==> config.mk <==
export PLATFORM = sky130hd
export DESIGN_NAME = lbd_top
export DESIGN_NICKNAME = d
export VERILOG_FILES = /design/src/rtl/lbd_pkg.sv /design/src/rtl/lbd_bit_qual.sv /design/src/rtl/lbd_rot_bank.sv /design/src/rtl/lbd_judge.sv /design/src/rtl/lbd_top.sv
export SDC_FILE = /design/constraint.sdc
export NUM_CORES = 1
export LEC_CHECK = 0
export BUFFER_PORTS_ARGS = -buffer_cell sky130_fd_sc_hd__buf_2
export CELL_PAD_IN_SITES_DETAIL_PLACEMENT = 2
export CELL_PAD_IN_SITES_GLOBAL_PLACEMENT = 2
export CORE_UTILIZATION = 38
export CTS_BUF_LIST = sky130_fd_sc_hd__clkbuf_16
export DETAILED_ROUTE_END_ITERATION = 16
export PLACE_DENSITY = 0.91
export RECOVER_POWER = 50
export SLEW_MARGIN = 10
export SYNTH_ARGS = -nofsm -noshare
export SYNTH_HDL_FRONTEND = slang
export SYNTH_SLANG_ARGS = --single-unit
==> constraint.sdc <==
create_clock -name clk -period 3.96 [get_ports clk]
set_input_delay 0.792 -clock clk [delete_from_list [all_inputs] [get_ports clk]]
set_output_delay 0.792 -clock clk [all_outputs]
set_load 0.05 [all_outputs]
==> src/rtl/lbd_pkg.sv <==
package lbd_pkg;

  // Position within the code word that rotation `rot` expects when the
  // shared phase counter stands at `phase`. The first-received bit sits
  // at the MSB, so position 0 of the sequence maps to index len-1.
  function automatic int unsigned rot_index(input int unsigned phase,
                                            input int unsigned rot,
                                            input int unsigned len);
    int unsigned s;
    s = phase + rot;
    if (s >= len) s = s - len;
    return len - 1 - s;
  endfunction

  // Saturating increment of a mismatch count.
  function automatic int unsigned sat_inc(input int unsigned cnt,
                                          input logic        inc,
                                          input int unsigned sat);
    if (cnt >= sat) return sat;
    return inc ? cnt + 1 : cnt;
  endfunction

  // Next value of the phase counter, wrapping after len positions.
  function automatic int unsigned phase_next(input int unsigned phase,
                                             input int unsigned len);
    return (phase + 1 >= len) ? 0 : phase + 1;
  endfunction

endpackage

==> src/rtl/lbd_bit_qual.sv <==
module lbd_bit_qual #(
  parameter int unsigned CODE_LEN = 5,
  parameter int unsigned PH_W     = 3
) (
  input  logic            clk,
  input  logic            rst_n,
  input  logic            rx_bit_en,
  input  logic            rx_fbit_en,
  input  logic            framed_mode,
  output logic            bit_take,
  output logic [PH_W-1:0] phase
);

  logic            skip_fbit;
  logic [PH_W-1:0] phase_d;

  // A strobed bit counts unless framed mode marks it as overhead.
  assign skip_fbit = framed_mode & rx_fbit_en;
  assign bit_take  = rx_bit_en & ~skip_fbit;

  always_comb begin
    phase_d = phase;
    if (bit_take) phase_d = PH_W'(lbd_pkg::phase_next(32'(phase), CODE_LEN));
  end

  always_ff @(posedge clk) begin
    if (!rst_n) phase <= '0;
    else        phase <= phase_d;
  end

endmodule

==> src/rtl/lbd_rot_bank.sv <==
module lbd_rot_bank #(
  parameter int unsigned CODE_LEN = 5,
  parameter int unsigned PH_W     = 3,
  parameter int unsigned CNT_W    = 5,
  parameter int unsigned SAT      = 16
) (
  input  logic                      clk,
  input  logic                      rst_n,
  input  logic                      rx_data,
  input  logic                      bit_take,
  input  logic                      intv_tick,
  input  logic [PH_W-1:0]           phase,
  input  logic [CODE_LEN-1:0]       lb_code,
  output logic [CODE_LEN-1:0]       mism,
  output logic [CODE_LEN*CNT_W-1:0] cnt_flat,
  output logic [CODE_LEN*CNT_W-1:0] cnt_nxt_flat
);

  localparam int unsigned IDX_W = (CODE_LEN > 1) ? $clog2(CODE_LEN) : 1;

  for (genvar r = 0; r < CODE_LEN; r++) begin : g_rot
    logic [IDX_W-1:0] idx;
    logic             exp_b;
    logic [CNT_W-1:0] cnt_q;
    logic [CNT_W-1:0] cnt_n;

    assign idx   = IDX_W'(lbd_pkg::rot_index(32'(phase), r, CODE_LEN));
    assign exp_b = lb_code[idx];
    assign mism[r] = bit_take & (rx_data ^ exp_b);
    assign cnt_n = CNT_W'(lbd_pkg::sat_inc(32'(cnt_q), mism[r], SAT));

    always_ff @(posedge clk) begin
      if (!rst_n)         cnt_q <= '0;
      else if (intv_tick) cnt_q <= '0;
      else                cnt_q <= cnt_n;
    end

    assign cnt_flat[r*CNT_W +: CNT_W]     = cnt_q;
    assign cnt_nxt_flat[r*CNT_W +: CNT_W] = cnt_n;
  end

endmodule

==> src/rtl/lbd_judge.sv <==
module lbd_judge #(
  parameter int unsigned CODE_LEN = 5,
  parameter int unsigned CNT_W    = 5,
  parameter int unsigned ERR_MAX  = 15
) (
  input  logic [CODE_LEN*CNT_W-1:0] cnt_nxt_flat,
  output logic [CODE_LEN-1:0]       rot_ok,
  output logic                      interval_pass
);

  // The count includes a bit that arrives together with the tick.
  for (genvar r = 0; r < CODE_LEN; r++) begin : g_ok
    assign rot_ok[r] = (cnt_nxt_flat[r*CNT_W +: CNT_W] <= CNT_W'(ERR_MAX));
  end

  assign interval_pass = |rot_ok;

endmodule

==> src/rtl/lbd_top.sv <==
module lbd_top #(
  parameter int unsigned CODE_LEN = 5,
  parameter int unsigned ERR_MAX  = 15
) (
  input  logic                clk,
  input  logic                rst_n,
  input  logic                rx_data,
  input  logic                rx_bit_en,
  input  logic                rx_fbit_en,
  input  logic [CODE_LEN-1:0] lb_code,
  input  logic                framed_mode,
  input  logic                intv_tick,
  output logic                lb_detect
);

  localparam int unsigned SAT   = ERR_MAX + 1;
  localparam int unsigned CNT_W = $clog2(SAT + 1);
  localparam int unsigned PH_W  = (CODE_LEN > 1) ? $clog2(CODE_LEN) : 1;

  logic                      bit_take;
  logic [PH_W-1:0]           phase;
  logic [CODE_LEN-1:0]       mism;
  logic [CODE_LEN*CNT_W-1:0] cnt_flat;
  logic [CODE_LEN*CNT_W-1:0] cnt_nxt_flat;
  logic [CODE_LEN-1:0]       rot_ok;
  logic                      interval_pass;

  lbd_bit_qual #(.CODE_LEN(CODE_LEN), .PH_W(PH_W)) u_qual (
    .clk         (clk),
    .rst_n       (rst_n),
    .rx_bit_en   (rx_bit_en),
    .rx_fbit_en  (rx_fbit_en),
    .framed_mode (framed_mode),
    .bit_take    (bit_take),
    .phase       (phase)
  );

  lbd_rot_bank #(.CODE_LEN(CODE_LEN), .PH_W(PH_W), .CNT_W(CNT_W), .SAT(SAT)) u_bank (
    .clk          (clk),
    .rst_n        (rst_n),
    .rx_data      (rx_data),
    .bit_take     (bit_take),
    .intv_tick    (intv_tick),
    .phase        (phase),
    .lb_code      (lb_code),
    .mism         (mism),
    .cnt_flat     (cnt_flat),
    .cnt_nxt_flat (cnt_nxt_flat)
  );

  lbd_judge #(.CODE_LEN(CODE_LEN), .CNT_W(CNT_W), .ERR_MAX(ERR_MAX)) u_judge (
    .cnt_nxt_flat  (cnt_nxt_flat),
    .rot_ok        (rot_ok),
    .interval_pass (interval_pass)
  );

  always_ff @(posedge clk) begin
    if (!rst_n)         lb_detect <= 1'b0;
    else if (intv_tick) lb_detect <= interval_pass;
  end

endmodule

==> metrics.txt <==
# TYPE chip_impl_metric gauge
chip_impl_info{name="run_status",value="finished clean"} 1
chip_impl_metric{name="hold_path_depth",unit=""} 2
chip_impl_metric{name="setup_viol",unit=""} 0
chip_impl_metric{name="max_root_sink_buffers",unit=""} 2
chip_impl_info{name="regToRegEndpoint",value="lb_detect$_SDFFE_PN0P_"} 1
chip_impl_metric{name="grt_start_max_net_pins",unit=""} 26
chip_impl_metric{name="die_area",unit="mm2"} 0.00619
chip_impl_metric{name="grt_first_pass_wirelength",unit="mm"} 10.5
chip_impl_info{name="ys_top_cells_by_count",value="sky130_fd_sc_hd__dfxtp_1 (29), sky130_fd_sc_hd__ha_1 (22), sky130_fd_sc_hd__nor3_1 (21)"} 1
chip_impl_info{name="worstSetupEndpointType",value="flip-flop"} 1
chip_impl_metric{name="maxSlewViolCount",unit=""} 0
chip_impl_metric{name="io_pins",unit=""} 13
chip_impl_metric{name="cts.sink_count",unit=""} 29
chip_impl_info{name="crit-reg2reg-launch",value="u_qual.phase[0]$_SDFFE_PN0P_"} 1
chip_impl_info{name="ctsRootBufferMaster",value="sky130_fd_sc_hd__clkbuf_16"} 1
chip_impl_metric{name="dr_pass1_iterations",unit=""} 4
chip_impl_metric{name="cts_buffers",unit=""} 5
chip_impl_metric{name="antennaDiodeCount",unit=""} 0
chip_impl_metric{name="first_iter_violations",unit=""} 67
chip_impl_metric{name="start_util",unit="%"} 40.1
chip_impl_metric{name="yosys_register_bits",unit=""} 29
chip_impl_info{name="min-delay-start",value="u_bank.g_rot[3].cnt_q[3]$_SDFF_PP0_"} 1
chip_impl_metric{name="finalHoldViolCount",unit=""} 0
chip_impl_info{name="cts_tree",value="built"} 1
chip_impl_metric{name="dp_cells",unit=""} 338
chip_impl_metric{name="timing.reg2reg.setup_slack",unit="ns"} 0.36
chip_impl_metric{name="synth_sequential_area_ratio",unit="%"} 26.0
chip_impl_metric{name="count_of_port_buffers_added_during_placement",unit=""} 12
chip_impl_metric{name="power-per-cell-area",unit="mW/mm2"} 349
chip_impl_metric{name="syn-cell-area",unit="mm2"} 0.00224
chip_impl_metric{name="per_cell_routed_wire_length",unit="um"} 17.9
chip_impl_metric{name="first_global_vias",unit=""} 2084
chip_impl_metric{name="clk_pin_slew",unit="ns"} 0.05
chip_impl_metric{name="syn-num-nets",unit=""} 293
chip_impl_metric{name="final_cell_count_no_fill",unit=""} 345
chip_impl_metric{name="layout.nets",unit=""} 308
chip_impl_metric{name="grt-ovfl-total",unit=""} 0
chip_impl_info{name="synth_top_cells_by_area",value="sky130_fd_sc_hd__dfxtp_1 (26%), sky130_fd_sc_hd__ha_1 (12%), sky130_fd_sc_hd__nor3_1 (4.7%)"} 1
chip_impl_info{name="timing.critical_path.from_type",value="flip-flop"} 1
chip_impl_metric{name="cts_htree_levels",unit=""} 2
chip_impl_metric{name="detail_route.vias_per_cell",unit=""} 5.52
chip_impl_metric{name="max_freq",unit="MHz"} 278
chip_impl_metric{name="grt_util_all_layers",unit="%"} 22.1
chip_impl_info{name="unrepaired_setup_endpoints_after_global_routing",value="no"} 1
chip_impl_metric{name="final_antenna_net_count",unit=""} 0
chip_impl_info{name="critical_path_class",value="flip-flop to flip-flop"} 1
chip_impl_metric{name="synth_largest_type_area_fraction",unit="%"} 26.0
chip_impl_info{name="hp-class",value="flip-flop to flip-flop"} 1
chip_impl_metric{name="post-route-drc-count",unit=""} 0
chip_impl_metric{name="post-cts-setup-buffer-count",unit=""} 0
chip_impl_metric{name="average_size_of_a_mapped_cell",unit="um2"} 8.67
chip_impl_metric{name="final_layout_size_suffix_gt1_share",unit="%"} 11.7
chip_impl_metric{name="max-vdd-ir-drop",unit="mV"} 0.283
chip_impl_info{name="hold_path_endpoint",value="u_bank.g_rot[3].cnt_q[3]$_SDFF_PP0_"} 1
chip_impl_metric{name="critPathArrivalTime",unit="ns"} 3.80
chip_impl_metric{name="die_w",unit="um"} 78.7
chip_impl_metric{name="syn_to_final_growth",unit="%"} 11.0
chip_impl_metric{name="period_needed",unit="ns"} 3.60
chip_impl_metric{name="cp_max_fo",unit=""} 12
chip_impl_metric{name="placementRows",unit=""} 27
chip_impl_metric{name="multi_input_area",unit="mm2"} 0.00152
chip_impl_metric{name="drv_cap",unit=""} 0
chip_impl_metric{name="antenna_found_initial",unit=""} 0
chip_impl_metric{name="p_leak",unit="nW"} 1.02
chip_impl_metric{name="synth_enable_flop_cells",unit=""} 0
chip_impl_info{name="cell_taking_the_most_area_after_synthesis",value="sky130_fd_sc_hd__dfxtp_1"} 1
chip_impl_info{name="dominantRegCellSynth",value="sky130_fd_sc_hd__dfxtp_1"} 1
chip_impl_metric{name="final.setup_skew",unit="ns"} 0.00269
chip_impl_metric{name="max_slew.worst_pin.slew",unit="ns"} 0.948
chip_impl_metric{name="worst_skew_pair.late_latency",unit="ns"} 0.27
chip_impl_metric{name="vias",unit=""} 1905
chip_impl_metric{name="fillerInstances",unit=""} 627
chip_impl_metric{name="timing.setup.tns",unit="ns"} 0
chip_impl_metric{name="synthesis.yosys.warnings",unit=""} 0
chip_impl_info{name="post-synth-top-count-cell",value="sky130_fd_sc_hd__dfxtp_1"} 1
chip_impl_metric{name="die-height",unit="um"} 78.7
chip_impl_metric{name="syn-instance-count",unit=""} 258
chip_impl_metric{name="critical_path_required",unit="ns"} 4.16
chip_impl_metric{name="detailed_placement_hpwl",unit="mm"} 4.62
chip_impl_metric{name="slew_headroom",unit="%"} 36.8
chip_impl_metric{name="ys_types",unit=""} 60
chip_impl_metric{name="postRouteWirelength",unit="mm"} 6.16
chip_impl_metric{name="fp.coreArea",unit="mm2"} 0.00557
chip_impl_metric{name="timing.final.crit_share",unit="%"} 90.9
chip_impl_metric{name="place_congestion",unit=""} 0.755
chip_impl_metric{name="postSynth.asyncResetShare",unit="%"} 0
chip_impl_metric{name="register_area",unit="um2"} 583
chip_impl_metric{name="worst_r2r_path_depth",unit=""} 13
==> report_power, final <==
| part | switching [mW] | internal [mW] |
|---|---|---|
| Combinational | 0.124 | 0.0899 |
| Clock | 0.121 | 0.224 |
| Sequential | 0.00991 | 0.299 |
==> logic make-up after synthesis <==
| logic type | count (synthesis) | synth area share [%] |
|---|---|---|
| compound gates | 48 | 16.6 |
| buf+inv | 27 | 4.92 |
| simple gates | 96 | 22.4 |
| fa+ha+maj | 23 | 13.2 |
| flops | 29 | 26.0 |
| mux | 12 | 6.60 |
| xor+xnor | 23 | 10.3 |
==> cell type report <==
cell class	count	area share, %
Clock inverter	2	0.302
Inverter	19	2.87
Multi-Input combinational cell	202	61.4
Sequential cell	29	23.5
Timing Repair Buffer	16	3.28
Tap cell	72	3.63
Clock buffer	5	5.04
==> worst max-delay path: stages, from the launching register on <==
cell,delay (ns)
sky130_fd_sc_hd__dfxtp_2,0.47
sky130_fd_sc_hd__inv_1,0.18
sky130_fd_sc_hd__ha_1,0.33
sky130_fd_sc_hd__and3b_1,0.24
sky130_fd_sc_hd__a211oi_1,0.32
sky130_fd_sc_hd__ha_1,0.35
sky130_fd_sc_hd__mux2_2,0.24
sky130_fd_sc_hd__o21ai_0,0.09
sky130_fd_sc_hd__nor2b_1,0.15
sky130_fd_sc_hd__o21ai_0,0.19
sky130_fd_sc_hd__o311ai_1,0.26
sky130_fd_sc_hd__a41oi_1,0.33
sky130_fd_sc_hd__and4b_1,0.23
sky130_fd_sc_hd__a21oi_2,0.14
==> flip-flops by register name, indices dropped and copies added, names as in the netlist <==
register / cells
u_bank.g_rot.cnt_q: 25
lb_detect: 1
u_qual.phase: 3
==> timing repair <==
item / 4_1_cts / 5_1_grt
resized for setup: 0 / 2
hold buffers: 0 / 0
endpoints found under the setup margin: 0 / 4
==> placed cells by master (no fill, tap or decap), types with 3 or more instances in the layout <==
| cell type | synthesis | routed |
|---|---|---|
| sky130_fd_sc_hd__a21oi_1 | 4 | 5 |
| sky130_fd_sc_hd__o211ai_1 | 3 | 3 |
| sky130_fd_sc_hd__nand2_1 | 16 | 17 |
| sky130_fd_sc_hd__clkbuf_16 | 0 | 5 |
| sky130_fd_sc_hd__nor2b_1 | 9 | 9 |
| sky130_fd_sc_hd__nor2_1 | 16 | 16 |
| sky130_fd_sc_hd__o21ai_0 | 7 | 7 |
| sky130_fd_sc_hd__buf_2 | 1 | 11 |
| sky130_fd_sc_hd__a22oi_1 | 3 | 3 |
| sky130_fd_sc_hd__nand2b_1 | 7 | 7 |
| sky130_fd_sc_hd__inv_1 | 19 | 20 |
| sky130_fd_sc_hd__a21boi_0 | 3 | 3 |
| sky130_fd_sc_hd__nor3_1 | 21 | 21 |
| sky130_fd_sc_hd__xnor2_1 | 12 | 12 |
| sky130_fd_sc_hd__a211oi_1 | 4 | 4 |
| sky130_fd_sc_hd__dfxtp_1 | 29 | 27 |
| sky130_fd_sc_hd__mux2i_1 | 8 | 8 |
| sky130_fd_sc_hd__xor2_1 | 8 | 8 |
| sky130_fd_sc_hd__ha_1 | 22 | 22 |
| sky130_fd_sc_hd__and3_1 | 4 | 4 |
| sky130_fd_sc_hd__nand3_1 | 9 | 9 |
| sky130_fd_sc_hd__clkbuf_1 | 4 | 3 |
==> how the worst max path moves through the flow <==
stage                                 start                                  end  cells past startpoint
2_1_floorplan  u_qual.phase[2]$_SDFFE_PN0P_  u_bank.g_rot[3].cnt_q[3]$_SDFF_PP0_                     15
3_3_place_gp   u_qual.phase[1]$_SDFFE_PN0P_  u_bank.g_rot[4].cnt_q[0]$_SDFF_PP0_                     13
3_5_place_dp   u_qual.phase[0]$_SDFFE_PN0P_               lb_detect$_SDFFE_PN0P_                     13
4_1_cts        u_qual.phase[0]$_SDFFE_PN0P_               lb_detect$_SDFFE_PN0P_                     13
5_1_grt        u_qual.phase[0]$_SDFFE_PN0P_               lb_detect$_SDFFE_PN0P_                     13
6_report       u_qual.phase[0]$_SDFFE_PN0P_               lb_detect$_SDFFE_PN0P_                     13
==> through the flow <==
| stage | setup WS [ns] | hold WS (ns) | utilization (%) | area, um2 | power, mW |
|---|---|---|---|---|---|
| after floorplan | 0.771 | 0.462 | - | 2240 | 0.471 |
| after global placement | 0.379 | 0.491 | 42.6 | 2380 | 0.519 |
| after detailed placement | 0.161 | 0.493 | 42.6 | 2380 | 0.530 |
| after CTS | 0.141 | 0.500 | 45.0 | 2510 | 0.879 |
| after global routing | 0.0301 | 0.547 | 44.5 | 2480 | 0.906 |
| final | 0.360 | 0.496 | 44.5 | 2480 | 0.867 |
==> per-layer routing <==
layer  share of wire [%]  wire [um]  GRT usage, %  vias to the layer above
met5                   0          0             0                        -
met4                0.88         54          6.67                        0
met3                 1.9        114          3.10                        8
met2                  53       3240          40.9                       21
met1                  45       2750          26.2                      939
li1                    -          -             -                      937
(Power assumes the default switching activity.)
